## src/rtl/pfx_adder_pkg.sv

```systemverilog
package pfx_adder_pkg;

  localparam int unsigned TOPO_SPARSE    = 0;
  localparam int unsigned TOPO_MIN_DEPTH = 1;
  localparam int unsigned TOPO_FULL      = 2;
  localparam int unsigned TOPO_HYBRID    = 3;

  function automatic int log2_of(input int n);
    int r;
    r = 0;
    while ((1 << r) < n) r++;
    return r;
  endfunction

  function automatic int num_stages(input int topo, input int lg);
    case (topo)
      TOPO_SPARSE:    return (lg > 1) ? 2 * lg - 1 : 1;
      TOPO_MIN_DEPTH: return lg;
      TOPO_FULL:      return lg;
      default:        return lg + 1;
    endcase
  endfunction

  // Lower-group index combined into node i at stage s, or -1 to pass through.
  function automatic int partner(input int topo, input int lg, input int s, input int i);
    int l;
    case (topo)
      TOPO_SPARSE: begin
        if (s < lg) begin
          l = s;
          if (((i + 1) % (1 << (l + 1))) == 0) return i - (1 << l);
        end else begin
          l = 2 * lg - 2 - s;
          if ((((i + 1) % (1 << (l + 1))) == (1 << l)) && (i >= (1 << (l + 1))))
            return i - (1 << l);
        end
      end
      TOPO_MIN_DEPTH: begin
        l = s;
        if (((i >> l) & 1) == 1) return ((i >> l) << l) - 1;
      end
      TOPO_FULL: begin
        if (i >= (1 << s)) return i - (1 << s);
      end
      default: begin
        if (s < lg) begin
          if ((i % 2 == 1) && (i >= (1 << s))) return i - (1 << s);
        end else begin
          if ((i % 2 == 0) && (i > 0)) return i - 1;
        end
      end
    endcase
    return -1;
  endfunction

endpackage

```

## src/rtl/pfx_pg_cell.sv

```systemverilog
module pfx_pg_cell (
  input  logic g_hi_i,
  input  logic p_hi_i,
  input  logic g_lo_i,
  input  logic p_lo_i,
  output logic g_o,
  output logic p_o
);
  assign g_o = g_hi_i | (p_hi_i & g_lo_i);
  assign p_o = p_hi_i & p_lo_i;
endmodule

```

## src/rtl/pfx_bit_pg.sv

```systemverilog
module pfx_bit_pg #(
  parameter int unsigned N = 32
) (
  input  logic [N-1:0] a_i,
  input  logic [N-1:0] b_i,
  input  logic         cin_i,
  output logic [N-1:0] p_o,
  output logic [N-1:0] g_o
);
  for (genvar i = 0; i < N; i++) begin : g_bit
    assign p_o[i] = a_i[i] ^ b_i[i];
    if (i == 0) begin : g_fold
      // carry input acts as the generate of bit -1
      assign g_o[i] = (a_i[i] & b_i[i]) | (p_o[i] & cin_i);
    end else begin : g_plain
      assign g_o[i] = a_i[i] & b_i[i];
    end
  end
endmodule

```

## src/rtl/pfx_prefix_net.sv

```systemverilog
module pfx_prefix_net #(
  parameter int unsigned N    = 32,
  parameter int unsigned TOPO = 0
) (
  input  logic [N-1:0] g_i,
  input  logic [N-1:0] p_i,
  output logic [N-1:0] grp_g_o
);
  import pfx_adder_pkg::*;

  localparam int LG = log2_of(N);
  localparam int NS = num_stages(TOPO, LG);

  logic [NS:0][N-1:0] g_lv;
  logic [NS:0][N-1:0] p_lv;

  assign g_lv[0] = g_i;
  assign p_lv[0] = p_i;

  for (genvar s = 0; s < NS; s++) begin : g_stage
    for (genvar i = 0; i < N; i++) begin : g_node
      localparam int J = partner(TOPO, LG, s, i);
      if (J >= 0) begin : g_cell
        pfx_pg_cell u_cell (
          .g_hi_i (g_lv[s][i]),
          .p_hi_i (p_lv[s][i]),
          .g_lo_i (g_lv[s][J]),
          .p_lo_i (p_lv[s][J]),
          .g_o    (g_lv[s+1][i]),
          .p_o    (p_lv[s+1][i])
        );
      end else begin : g_pass
        assign g_lv[s+1][i] = g_lv[s][i];
        assign p_lv[s+1][i] = p_lv[s][i];
      end
    end
  end

  assign grp_g_o = g_lv[NS];

  logic unused_p;
  assign unused_p = ^p_lv;
endmodule

```

## src/rtl/pfx_sum_xor.sv

```systemverilog
module pfx_sum_xor #(
  parameter int unsigned N = 32
) (
  input  logic [N-1:0] p_i,
  input  logic [N-1:0] carry_i,
  output logic [N-1:0] sum_o
);
  for (genvar i = 0; i < N; i++) begin : g_bit
    assign sum_o[i] = p_i[i] ^ carry_i[i];
  end
endmodule

```

## src/rtl/pfx_adder.sv

```systemverilog
module pfx_adder #(
  parameter int unsigned N    = 32,
  parameter int unsigned TOPO = 0
) (
  input  logic [N-1:0] a_i,
  input  logic [N-1:0] b_i,
  input  logic         cin_i,
  output logic [N-1:0] sum_o,
  output logic         cout_o
);
  if ((TOPO > 3) || (N < 2) || ((N & (N - 1)) != 0)) begin : g_bad_cfg
    $error("pfx_adder: illegal N or TOPO");
  end

  logic [N-1:0] p_bit;
  logic [N-1:0] g_bit;
  logic [N-1:0] grp_g;
  logic [N-1:0] carry;

  pfx_bit_pg #(.N(N)) u_bit_pg (
    .a_i   (a_i),
    .b_i   (b_i),
    .cin_i (cin_i),
    .p_o   (p_bit),
    .g_o   (g_bit)
  );

  pfx_prefix_net #(.N(N), .TOPO(TOPO)) u_net (
    .g_i     (g_bit),
    .p_i     (p_bit),
    .grp_g_o (grp_g)
  );

  assign carry  = {grp_g[N-2:0], cin_i};
  assign cout_o = grp_g[N-1];

  pfx_sum_xor #(.N(N)) u_sum (
    .p_i     (p_bit),
    .carry_i (carry),
    .sum_o   (sum_o)
  );
endmodule

```

## config.mk

```make
export PLATFORM = sky130hd
export DESIGN_NAME = pfx_adder
export DESIGN_NICKNAME = d
export VERILOG_FILES = /design/src/rtl/pfx_adder_pkg.sv /design/src/rtl/pfx_pg_cell.sv /design/src/rtl/pfx_bit_pg.sv /design/src/rtl/pfx_prefix_net.sv /design/src/rtl/pfx_sum_xor.sv /design/src/rtl/pfx_adder.sv
export SDC_FILE = /design/constraint.sdc
export NUM_CORES = 1
export LEC_CHECK = 0
export BUFFER_PORTS_ARGS = -buffer_cell sky130_fd_sc_hd__buf_2
export CORE_UTILIZATION = 44
export DETAILED_ROUTE_END_ITERATION = 12
export GPL_TIMING_DRIVEN = 0
export MAX_ROUTING_LAYER = met4
export PLACE_DENSITY_LB_ADDON = 0.12
export SETUP_SLACK_MARGIN = 0.4
export SKIP_LAST_GASP = 1
export SLEW_MARGIN = 20
export SYNTH_ARGS = -nofsm -noshare
export SYNTH_HDL_FRONTEND = slang
export SYNTH_SLANG_ARGS = --single-unit
```

## constraint.sdc

```tcl
create_clock -name vclk -period 3.41
set_input_delay 0.341 -clock vclk [all_inputs]
set_output_delay 0.341 -clock vclk [all_outputs]
set_load 0.1 [all_outputs]
```

Yosys cells after proc, flatten, opt, wreduce, memory -nomap -nowiden
Cells that the tools add are included.
Widths: inputs -> output; s select.
{ "classes": {"n_mux": 0, "mul": 0, "n_div": 0, "n_bitwise": 238, "shift": 0, "reduce_logical": 0, "n_addsub": 0, "n_eq_ne": 0, "order_cmp": 0} }
{ "ops": {"columns": ["operator", "count"], "rows": [
  ["$and 1x1->1", 116],
  ["$xor 1x1->1", 64],
  ["$or 1x1->1", 58]
]} }
{ "word_totals": {"latchBits": 0, "reg_bits": 0, "inputBits": 65, "rom_bits": 0, "mem_bits_rw": 0, "wordCells": 238, "mem_count": 0, "output_inout_bits": 33} }

Logic depth before layout (Yosys ltp)
Gate-level depths: netlist (run 1).
{ "logic_depth": {"depth_word": 20, "mapped_depth": 12, "mapped_depth_nobuf": 12} }

Modules after synthesis
Synthesis (run 1) repeated with hierarchy kept, for this count alone.
{ "hier_totals": {"hier_cells": 211, "area_unflattened_um2": 1784.2} }
{ "by_module_without_submodules": {"columns": ["mod", "cells_per_inst", "n_inst", "seq_area_each_um2", "area_per_inst_um2"], "rows": [
  ["pfx_pg_cell", 2, 57, 0.0, 15.0],
  ["pfx_bit_pg", 33, 1, 0.0, 407.9],
  ["pfx_sum_xor", 32, 1, 0.0, 280.3],
  ["pfx_prefix_net", 32, 1, 0.0, 240.2]
]} }

Least setup slack after synthesis (run 1)
No wires, ideal clock.
{ "synth_path": {"path_kind": "input to output", "startpoint": "input port a_i[0]", "endpoint": "output port sum_o[23]", "path_stages": 12, "path_buffers": 0, "arrival_time_ps": 3755, "setup_slack_ps": -686, "required_time_ps": 3069, "cell_sequence": "inv_1 -> fa_1 -> inv_1 -> fa_1 -> a211oi_2 -> o211ai_2 -> nand4b_2 -> a21o_1 -> nand3_1 -> a41o_1 -> fa_1 -> xor2_1"} }
{ "synth_via": {"elab_chain_cells": 18, "elab_cells_between_ends": 19, "cone_classes": "bitwise: 19"} }
{ "synth_rtl": {"columns": ["element", "line_no", "text"], "rows": [
  ["start: declaration", "pfx_adder.sv:5", "input logic [N-1:0] a_i,"],
  ["$xor 1x1->1", "pfx_bit_pg.sv:11", "assign p_o[i] = a_i[i] ^ b_i[i];"],
  ["$and 1x1->1", "pfx_bit_pg.sv:14", "assign g_o[i] = (a_i[i] & b_i[i]) | (p_o[i] & cin_i);"],
  ["$or 1x1->1 (*)", "pfx_bit_pg.sv:14", null],
  ["$and 1x1->1 (*)", "pfx_pg_cell.sv:9", "assign g_o = g_hi_i | (p_hi_i & g_lo_i);"],
  ["$or 1x1->1 (*)", "pfx_pg_cell.sv:9", null],
  ["$and 1x1->1 (*)", "pfx_pg_cell.sv:9", null],
  ["$or 1x1->1 (*)", "pfx_pg_cell.sv:9", null],
  ["$and 1x1->1 (*)", "pfx_pg_cell.sv:9", null],
  ["(+2 left out)", null, null],
  ["$or 1x1->1 (*)", "pfx_pg_cell.sv:9", null],
  ["$and 1x1->1 (*)", "pfx_pg_cell.sv:9", null],
  ["$or 1x1->1 (*)", "pfx_pg_cell.sv:9", null],
  ["$and 1x1->1 (*)", "pfx_pg_cell.sv:9", null],
  ["$or 1x1->1 (*)", "pfx_pg_cell.sv:9", null],
  ["$and 1x1->1 (*)", "pfx_pg_cell.sv:9", null],
  ["$or 1x1->1 (*)", "pfx_pg_cell.sv:9", null],
  ["$xor 1x1->1 (*)", "pfx_sum_xor.sv:9", "assign sum_o[i] = p_i[i] ^ carry_i[i];"],
  ["end: declaration", "pfx_adder.sv:8", "output logic [N-1:0] sum_o,"]
]} }
Every way passes the cells marked *; elsewhere a longest branch is shown, timed or not.

Final worst setup path (run 1)
{ "layout_path": {"startpoint": "input port b_i[0]", "endpoint": "output port sum_o[23]"} }
{ "layout_via": {"elab_chain_cells": 18, "elab_cells_between_ends": 19, "cone_classes": "bitwise: 19"} }
{ "layout_rtl": {"columns": ["element", "line_no", "text"], "rows": [
  ["start: declaration", "pfx_adder.sv:6", "input logic [N-1:0] b_i,"],
  ["$xor 1x1->1", "pfx_bit_pg.sv:11", null],
  ["$and 1x1->1", "pfx_bit_pg.sv:14", null],
  ["$or 1x1->1 (*)", "pfx_bit_pg.sv:14", null],
  ["$and 1x1->1 (*)", "pfx_pg_cell.sv:9", null],
  ["$or 1x1->1 (*)", "pfx_pg_cell.sv:9", null],
  ["$and 1x1->1 (*)", "pfx_pg_cell.sv:9", null],
  ["$or 1x1->1 (*)", "pfx_pg_cell.sv:9", null],
  ["$and 1x1->1 (*)", "pfx_pg_cell.sv:9", null],
  ["(+2 left out)", null, null],
  ["$or 1x1->1 (*)", "pfx_pg_cell.sv:9", null],
  ["$and 1x1->1 (*)", "pfx_pg_cell.sv:9", null],
  ["$or 1x1->1 (*)", "pfx_pg_cell.sv:9", null],
  ["$and 1x1->1 (*)", "pfx_pg_cell.sv:9", null],
  ["$or 1x1->1 (*)", "pfx_pg_cell.sv:9", null],
  ["$and 1x1->1 (*)", "pfx_pg_cell.sv:9", null],
  ["$or 1x1->1 (*)", "pfx_pg_cell.sv:9", null],
  ["$xor 1x1->1 (*)", "pfx_sum_xor.sv:9", null]
]} }
Marks and branches as above.

==> load_flow_metrics.sql, run 1 <==
INSERT INTO impl_metrics (metric_group, metric, value, unit) VALUES
('clock_network', 'cts.hold.buffers_added', '0', ''),
('cells_and_area', 'layout.cell_area.non_filler', '0.002609', 'mm2'),
('detailed_routing', 'totalWireLength', '4.653', 'mm'),
('power_and_ir_drop', 'totalPowerFinal', '1315', 'uW'),
('detailed_routing', 'detailroute.via_count', '1550', ''),
('yosys', 'synth.top_cell.area_share', '27.57', '%'),
('detailed_routing', 'drt_iter0_drc', '57', ''),
('power_and_ir_drop', 'p_seq_share', '0', '%'),
('timing', 'setup-tns-final', '0', 'ns'),
('timing', 'min_period_over_period', '95.56', '%'),
('die', 'boundaryPins', '98', ''),
('run_status', 'violated_checks', 'design-rule violations', ''),
('run_status', 'outcome', 'finished with violations', ''),
('worst_setup_path', 'crit_path_max_fanout', '4', ''),
('placement', 'dpl-instance-area', '0.002200', 'mm2'),
('yosys', 'seq_total_area_yosys', '0', '%'),
('yosys', 'mappedNetlistNets', '264', ''),
('grt', 'global_route.overflow_total', '0', ''),
('power_and_ir_drop', 'internal-power', '429.6', 'uW'),
('cells_and_area', 'final_nets', '371', ''),
('detailed_routing', 'via_per_inst', '5.382', ''),
('die', 'core_area', '0.002853', 'mm2'),
('grt', 'antenna_found_initial', '0', ''),
('worst_setup_path', 'arrival', '2.92', 'ns'),
('power_and_ir_drop', 'pwr-share-clk', '0', '%'),
('cells_and_area', 'layout.clock_buffers', '0', ''),
('timing', 'unrepaired_setup_endpoints_after_global_routing', 'true', ''),
('cells_and_area', 'multi_input_comb_area', '0.001579', 'mm2'),
('detailed_routing', 'drt_pass_1_iters', '9', ''),
('placement', 'detailedPlacementHpwl', '2.925', 'mm'),
('power_and_ir_drop', 'comb_power_share', '100.0', '%'),
('yosys', 'synth.lib_cells_used.distinct', '31', ''),
('worst_hold_path', 'min-delay-path-class', 'in -> out', ''),
('cells_and_area', 'antenna_cells_inserted', '0', ''),
('yosys', 'netlist_top_cells_area', 'sky130_fd_sc_hd__ha_1 (28%), sky130_fd_sc_hd__fa_1 (25%), sky130_fd_sc_hd__inv_1 (6.9%), sky130_fd_sc_hd__xor2_1 (6.4%), sky130_fd_sc_hd__a21o_1 (3.9%)', ''),
('grt', 'grtUsageTotal', '25.43', '%'),
('worst_setup_path', 'crit_type', 'in -> out', ''),
('cells_and_area', 'nFlopsAndLatches', '0', ''),
('timing', 'number_of_failing_hold_endpoints_at_the_final_stage', '0', ''),
('yosys', 'post_synthesis_cell_area', '0.001361', 'mm2'),
('timing', 'final_max_slew_viol_count', '0', ''),
('yosys', 'synthesis.instances', '152', ''),
('grt', 'grt_start_max_net_pins', '5', ''),
('cells_and_area', 'regArea', '0', 'um2'),
('cells_and_area', 'syn_to_final_growth', '91.64', '%'),
('yosys', 'avgSynthCellArea', '8.956', 'um2'),
('die', 'std_cell_rows', '19', ''),
('detailed_routing', 'antenna_left', '0', ''),
('worst_setup_path', 'crit_path_start_kind', 'input pin', ''),
('timing', 'timing.slew.headroom', '67.14', '%'),
('grt', 'grt_pass1_wl', '6.389', 'mm'),
('detailed_routing', 'wl_per_cell', '16.16', 'um'),
('die', 'width_of_the_die', '57.62', 'um'),
('worst_setup_path', 'critPathLaunch', 'b_i[0]', ''),
('cells_and_area', 'layout_filler_cell_count', '116', ''),
('placement', 'portBuffers', '98', ''),
('power_and_ir_drop', 'power.density_cell_area', '504.1', 'mW/mm2'),
('worst_setup_path', 'crit_required', '3.07', 'ns'),
('placement', 'globalplace.congestion', '0.7689', ''),
('run', 'max_cap_violations', '0', ''),
('power_and_ir_drop', 'leakage', '0.001332', 'uW'),
('power_and_ir_drop', 'sw_frac_of_total', '67.33', '%'),
('worst_hold_path', 'min-delay-start', 'b_i[26]', ''),
('die', 'die_y', '57.62', 'um'),
('power_and_ir_drop', 'worst_ir_drop_vdd', '0.3598', 'mV'),
('cells_and_area', 'layout_common_cells', 'sky130_fd_sc_hd__buf_2 (72), sky130_fd_sc_hd__ha_1 (29), sky130_fd_sc_hd__inv_1 (21)', ''),
('cells_and_area', 'leading_cell_type_in_the_layout_fill_and_taps_excluded', 'sky130_fd_sc_hd__buf_2', ''),
('timing', 'timing.fmax', '306.9', 'MHz'),
('die', 'die-area', '0.003320', 'mm2'),
('power_and_ir_drop', 'total_switching_power', '885.6', 'uW'),
('timing', 'final.min_clock_period', '3.259', 'ns'),
('cells_and_area', 'drive_gt1_share', '59.53', '%'),
('yosys', 'ys.warnings.count', '0', ''),
('timing', 'tightest_slew', '0.4963', 'ns'),
('worst_setup_path', 'critical_path.endpoint_type', 'output pin', ''),
('grt', 'grt_pass1_vias', '1542', ''),
('detailed_routing', 'drc_errors', '9', ''),
('timing', 'timing.final.setup_violations', '0', ''),
('die', 'initial_core_util', '47.72', '%'),
('yosys', 'netlist.top_cell.by_area', 'sky130_fd_sc_hd__ha_1', '');
==> per-stage QoR <==
| step | setup slack, ns | hold slack, ns | instances | utilization [%] |
|---|---|---|---|---|
| floorplan | 0.1572 | 1.115 | 152 | - |
| global placement | -0.1057 | 1.299 | 281 | 77.11 |
| detailed placement | -0.1248 | 1.298 | 281 | 77.11 |
| CTS | 0.2043 | 1.184 | 284 | 87.32 |
| global route | 0.06612 | 1.197 | 288 | 91.45 |
| finish | 0.1513 | 1.186 | 288 | 91.45 |
==> metal layers <==
layer / track usage (%) / wire length (um)
met5: - / 0
met4: 3.136 / 72
met3: 2.009 / 301
met2: 53.65 / 2741
met1: 25.29 / 1538
==> synth_stat cells (3+ instances only) <==
cell / instances
sky130_fd_sc_hd__ha_1: 30
sky130_fd_sc_hd__inv_1: 25
sky130_fd_sc_hd__fa_1: 17
sky130_fd_sc_hd__nand2_1: 11
sky130_fd_sc_hd__a21oi_1: 10
sky130_fd_sc_hd__xor2_1: 10
sky130_fd_sc_hd__a21o_1: 7
sky130_fd_sc_hd__o21ai_1: 5
sky130_fd_sc_hd__xnor2_1: 5
sky130_fd_sc_hd__nor2_1: 4
sky130_fd_sc_hd__o21a_1: 3
==> worst max-delay path, stage by stage <==
cell	delay, ns
sky130_fd_sc_hd__buf_6	0.10
sky130_fd_sc_hd__inv_6	0.04
sky130_fd_sc_hd__fa_2	0.21
sky130_fd_sc_hd__inv_2	0.05
sky130_fd_sc_hd__fa_2	0.35
sky130_fd_sc_hd__a211oi_2	0.28
sky130_fd_sc_hd__o211ai_2	0.15
sky130_fd_sc_hd__nand4b_4	0.15
sky130_fd_sc_hd__a21o_1	0.16
sky130_fd_sc_hd__nand3_2	0.08
sky130_fd_sc_hd__a41o_1	0.25
sky130_fd_sc_hd__fa_2	0.38
sky130_fd_sc_hd__xor2_4	0.17
sky130_fd_sc_hd__buf_12	0.19
==> power by group through the flow <==
| stage | registers (uW) | logic, uW | clock network, uW |
|---|---|---|---|
| 2_1_floorplan | 0 | 943 | 0 |
| 3_3_place_gp | 0 | 1050 | 0 |
| 3_5_place_dp | 0 | 1060 | 0 |
| 4_1_cts | 0 | 1240 | 0 |
| 5_1_grt | 0 | 1360 | 0 |
| 6_report | 0 | 1320 | 0 |
==> area by class of cell <==
type / instances / share of cell area [%]
tap: 31 / 1.487
multi-input combinational: 127 / 60.53
inverter: 25 / 4.365
timing repair buffer: 105 / 33.62
==> logic make-up (layout without fill, tap and decap cells) <==
logic type | count (synthesis) | after routing | share of synthesized area, %
buffers and inverters | 25 | 130 | 6.893
xor gates and xnor gates | 15 | 15 | 9.650
and+or+nand+nor | 26 | 26 | 10.57
adders and majority gates | 47 | 47 | 52.57
AOI/OAI and AO/OA | 39 | 39 | 20.31
==> final timing paths <==
kind,endpoint,slack [ns],cells after the start
min,sum_o[26],1.19,3
max,sum_o[23],0.15,14
==> timing repair <==
item                                   in CTS  in global routing
gates resized for setup                    74                 24
pin swaps                                  13                  9
endpoints found under the hold margin       0                  0
setup endpoints to repair                  23                 24
setup buffers                               3                  4
(Power assumes the default switching activity.)
==> run 2: changes to the inputs <==
--- a/config.mk
+++ b/config.mk
@@ -11,6 +11,7 @@
 export GPL_TIMING_DRIVEN = 0
 export MAX_ROUTING_LAYER = met4
 export PLACE_DENSITY_LB_ADDON = 0.12
+export REMOVE_ABC_BUFFERS = 1
 export SETUP_SLACK_MARGIN = 0.4
 export SKIP_LAST_GASP = 1
 export SLEW_MARGIN = 20
==> run 2 against run 1 <==
The run still ends with design-rule violations left. Flip-flop and latch count did not move. Worst hold slack got worse by 0.024 ns. Maximum frequency rose by 2.1%. Largest power group unchanged. Critical path type unchanged. Worst setup slack improved by 0.066 ns. First-iteration DRC count fell by 8.8%. Non-clock buffer count fell by 4. Critical path depth did not move. Routed wire length fell by 27%. Power fell by 13%. Final area fell by 15%. Die area did not move.
==> load_flow_metrics.sql, run 2 (same netlist as run 1, synthesis figures left out) <==
INSERT INTO impl_metrics (metric_group, metric, value, unit) VALUES
('timing', 'fin_hold_ws', '1.163', 'ns'),
('run_status', 'violated_checks', 'design-rule violations', ''),
('placement', 'preCtsSetupSlack', '-0.07255', 'ns'),
('cells_and_area', 'layout_filler_cell_count', '217', ''),
('power_and_ir_drop', 'totalPowerFinal', '1138', 'uW'),
('die', 'initial_core_util', '47.72', '%'),
('cells_and_area', 'antenna_cells_inserted', '0', ''),
('worst_setup_path', 'worst-path-buf-inv', '4', ''),
('worst_setup_path', 'critical-path-top-cell-by-count', 'sky130_fd_sc_hd__fa_2', ''),
('worst_setup_path', 'cp_max_delay_cell', 'sky130_fd_sc_hd__fa_2', ''),
('worst_setup_path', 'crit_path_cell_trace', 'buf_6, inv_4, fa_2, inv_2, fa_2, a211oi_2, o211ai_2, nand4b_4, a21o_1, nand3_2, a41o_1, fa_2, xor2_2, buf_12', ''),
('placement', 'instance_count_after_placement_with_tap_cells_included', '281', ''),
('detailed_routing', 'detailroute.via_count', '1442', ''),
('power_and_ir_drop', 'worst_ir_drop_vdd', '0.3195', 'mV'),
('placement', 'globalplace.congestion', '0.7253', ''),
('grt', 'grtUsageTotal', '19.10', '%'),
('grt', 'grt.busiest_layer', 'met2', ''),
('cells_and_area', 'layout.clock_buffers', '0', ''),
('cells_and_area', 'layout_common_cells', 'sky130_fd_sc_hd__buf_2 (75), sky130_fd_sc_hd__ha_1 (30), sky130_fd_sc_hd__inv_1 (21)', ''),
('clock_network', 'cts.hold.buffers_added', '0', ''),
('timing', 'timing.fmax', '313.2', 'MHz'),
('timing', 'setup-tns-final', '0', 'ns'),
('grt', 'global_route.overflow_total', '0', ''),
('cells_and_area', 'nFlopsAndLatches', '0', ''),
('cells_and_area', 'drive_gt1_share', '51.38', '%'),
('cells_and_area', 'regArea', '0', 'um2'),
('timing', 'unrepaired_setup_endpoints_after_global_routing', 'true', ''),
('detailed_routing', 'totalWireLength', '3.417', 'mm'),
('cells_and_area', 'filler_free_cell_count_of_the_finished_design', '284', ''),
('worst_setup_path', 'crit_path_max_incr_delay', '0.36', 'ns'),
('timing', 'final.min_clock_period', '3.193', 'ns'),
('die', 'core_area', '0.002853', 'mm2'),
('detailed_routing', 'antenna_left', '0', ''),
('grt', 'grt_start_max_net_pins', '5', ''),
('detailed_routing', 'drt_pass_1_iters', '9', ''),
('worst_setup_path', 'crit_required', '3.07', 'ns'),
('timing', 'final_max_slew_viol_count', '0', ''),
('die', 'std_cell_rows', '19', ''),
('worst_setup_path', 'crit_type', 'in -> out', ''),
('worst_setup_path', 'crit_path_start_kind', 'input pin', ''),
('detailed_routing', 'via_per_inst', '5.077', ''),
('grt', 'antenna_found_initial', '0', ''),
('worst_setup_path', 'critical_path.endpoint_type', 'output pin', ''),
('timing', 'timing.final.setup_violations', '0', ''),
('worst_hold_path', 'min-delay-path-class', 'in -> out', ''),
('die', 'boundaryPins', '98', ''),
('worst_setup_path', 'arrival', '2.85', 'ns'),
('placement', 'detailedPlacementHpwl', '2.691', 'mm'),
('grt', 'grt_pass1_vias', '1306', ''),
('run', 'max_cap_violations', '0', ''),
('die', 'width_of_the_die', '57.62', 'um'),
('timing', 'fin_ws', '0.2171', 'ns'),
('power_and_ir_drop', 'power.density_cell_area', '514.3', 'mW/mm2'),
('placement', 'portBuffers', '98', ''),
('grt', 'gr-usage-met2', '35.55', '%'),
('die', 'die-area', '0.003320', 'mm2'),
('detailed_routing', 'wl_per_cell', '12.03', 'um'),
('grt', 'grt_use_met1', '24.08', '%'),
('run_status', 'outcome', 'finished with violations', ''),
('worst_setup_path', 'crit_path_max_fanout', '4', ''),
('cells_and_area', 'final_nets', '367', ''),
('cells_and_area', 'syn_to_final_growth', '62.59', '%'),
('grt', 'gr-usage-met3', '1.339', '%'),
('worst_setup_path', 'critPathTopFamily', 'adder cells', ''),
('power_and_ir_drop', 'leakage', '0.001216', 'uW'),
('cells_and_area', 'leading_cell_type_in_the_layout_fill_and_taps_excluded', 'sky130_fd_sc_hd__buf_2', ''),
('timing', 'timing.slew.headroom', '67.63', '%'),
('grt', 'grt_pass1_wl', '5.126', 'mm'),
('detailed_routing', 'drt_iter0_drc', '52', ''),
('timing', 'min_period_over_period', '93.63', '%'),
('detailed_routing', 'drc_errors', '6', ''),
('timing', 'number_of_failing_hold_endpoints_at_the_final_stage', '0', ''),
('timing', 'tightest_slew', '0.4889', 'ns'),
('die', 'die_y', '57.62', 'um');
==> run 2: cell count changes in the layout (fill, tap and decap cells not counted), sizes merged <==
| cell | change |
|---|---|
| buf | -4 |
==> run 2: per-layer routing <==
layer / part of all wire [%] / wire length [um]
met2: 55 / 1865
met1: 39 / 1316
met4: 0.41 / 14
met3: 6.5 / 221
met5: 0 / 0
==> run 2: metrics by stage <==
step | util [%] | area [um2]
2_1_floorplan | - | 1361
3_3_place_gp | 66.27 | 1891
3_5_place_dp | 66.27 | 1891
4_1_cts | 73.86 | 2107
5_1_grt | 77.59 | 2213
6_report | 77.59 | 2213
==> run 2: final timing paths <==
check  startpoint        end  slack, ns  cells past startpoint
max        a_i[0]  sum_o[23]       0.22                     14
min       b_i[31]  sum_o[31]       1.16                      4
==> run 2: layout make-up <==
class,instances,area (um2),area share [%]
tap,31,38.79,1.752
inverter,25,98.84,4.466
multi-input combinational,127,1344,60.71
timing repair buffer,101,732.0,33.07
==> run 2: report_power, final <==
group	internal, uW	switching, uW	leakage (uW)	total, uW
Combinational	315	823	0.00122	1140
Sequential	0	0	0	0
Clock	0	0	0	0
==> run 2: timing repair <==
item,in CTS,in global routing
setup endpoints to repair,21,22
pin swaps,8,4
resized for setup,64,20
setup buffers,1,2
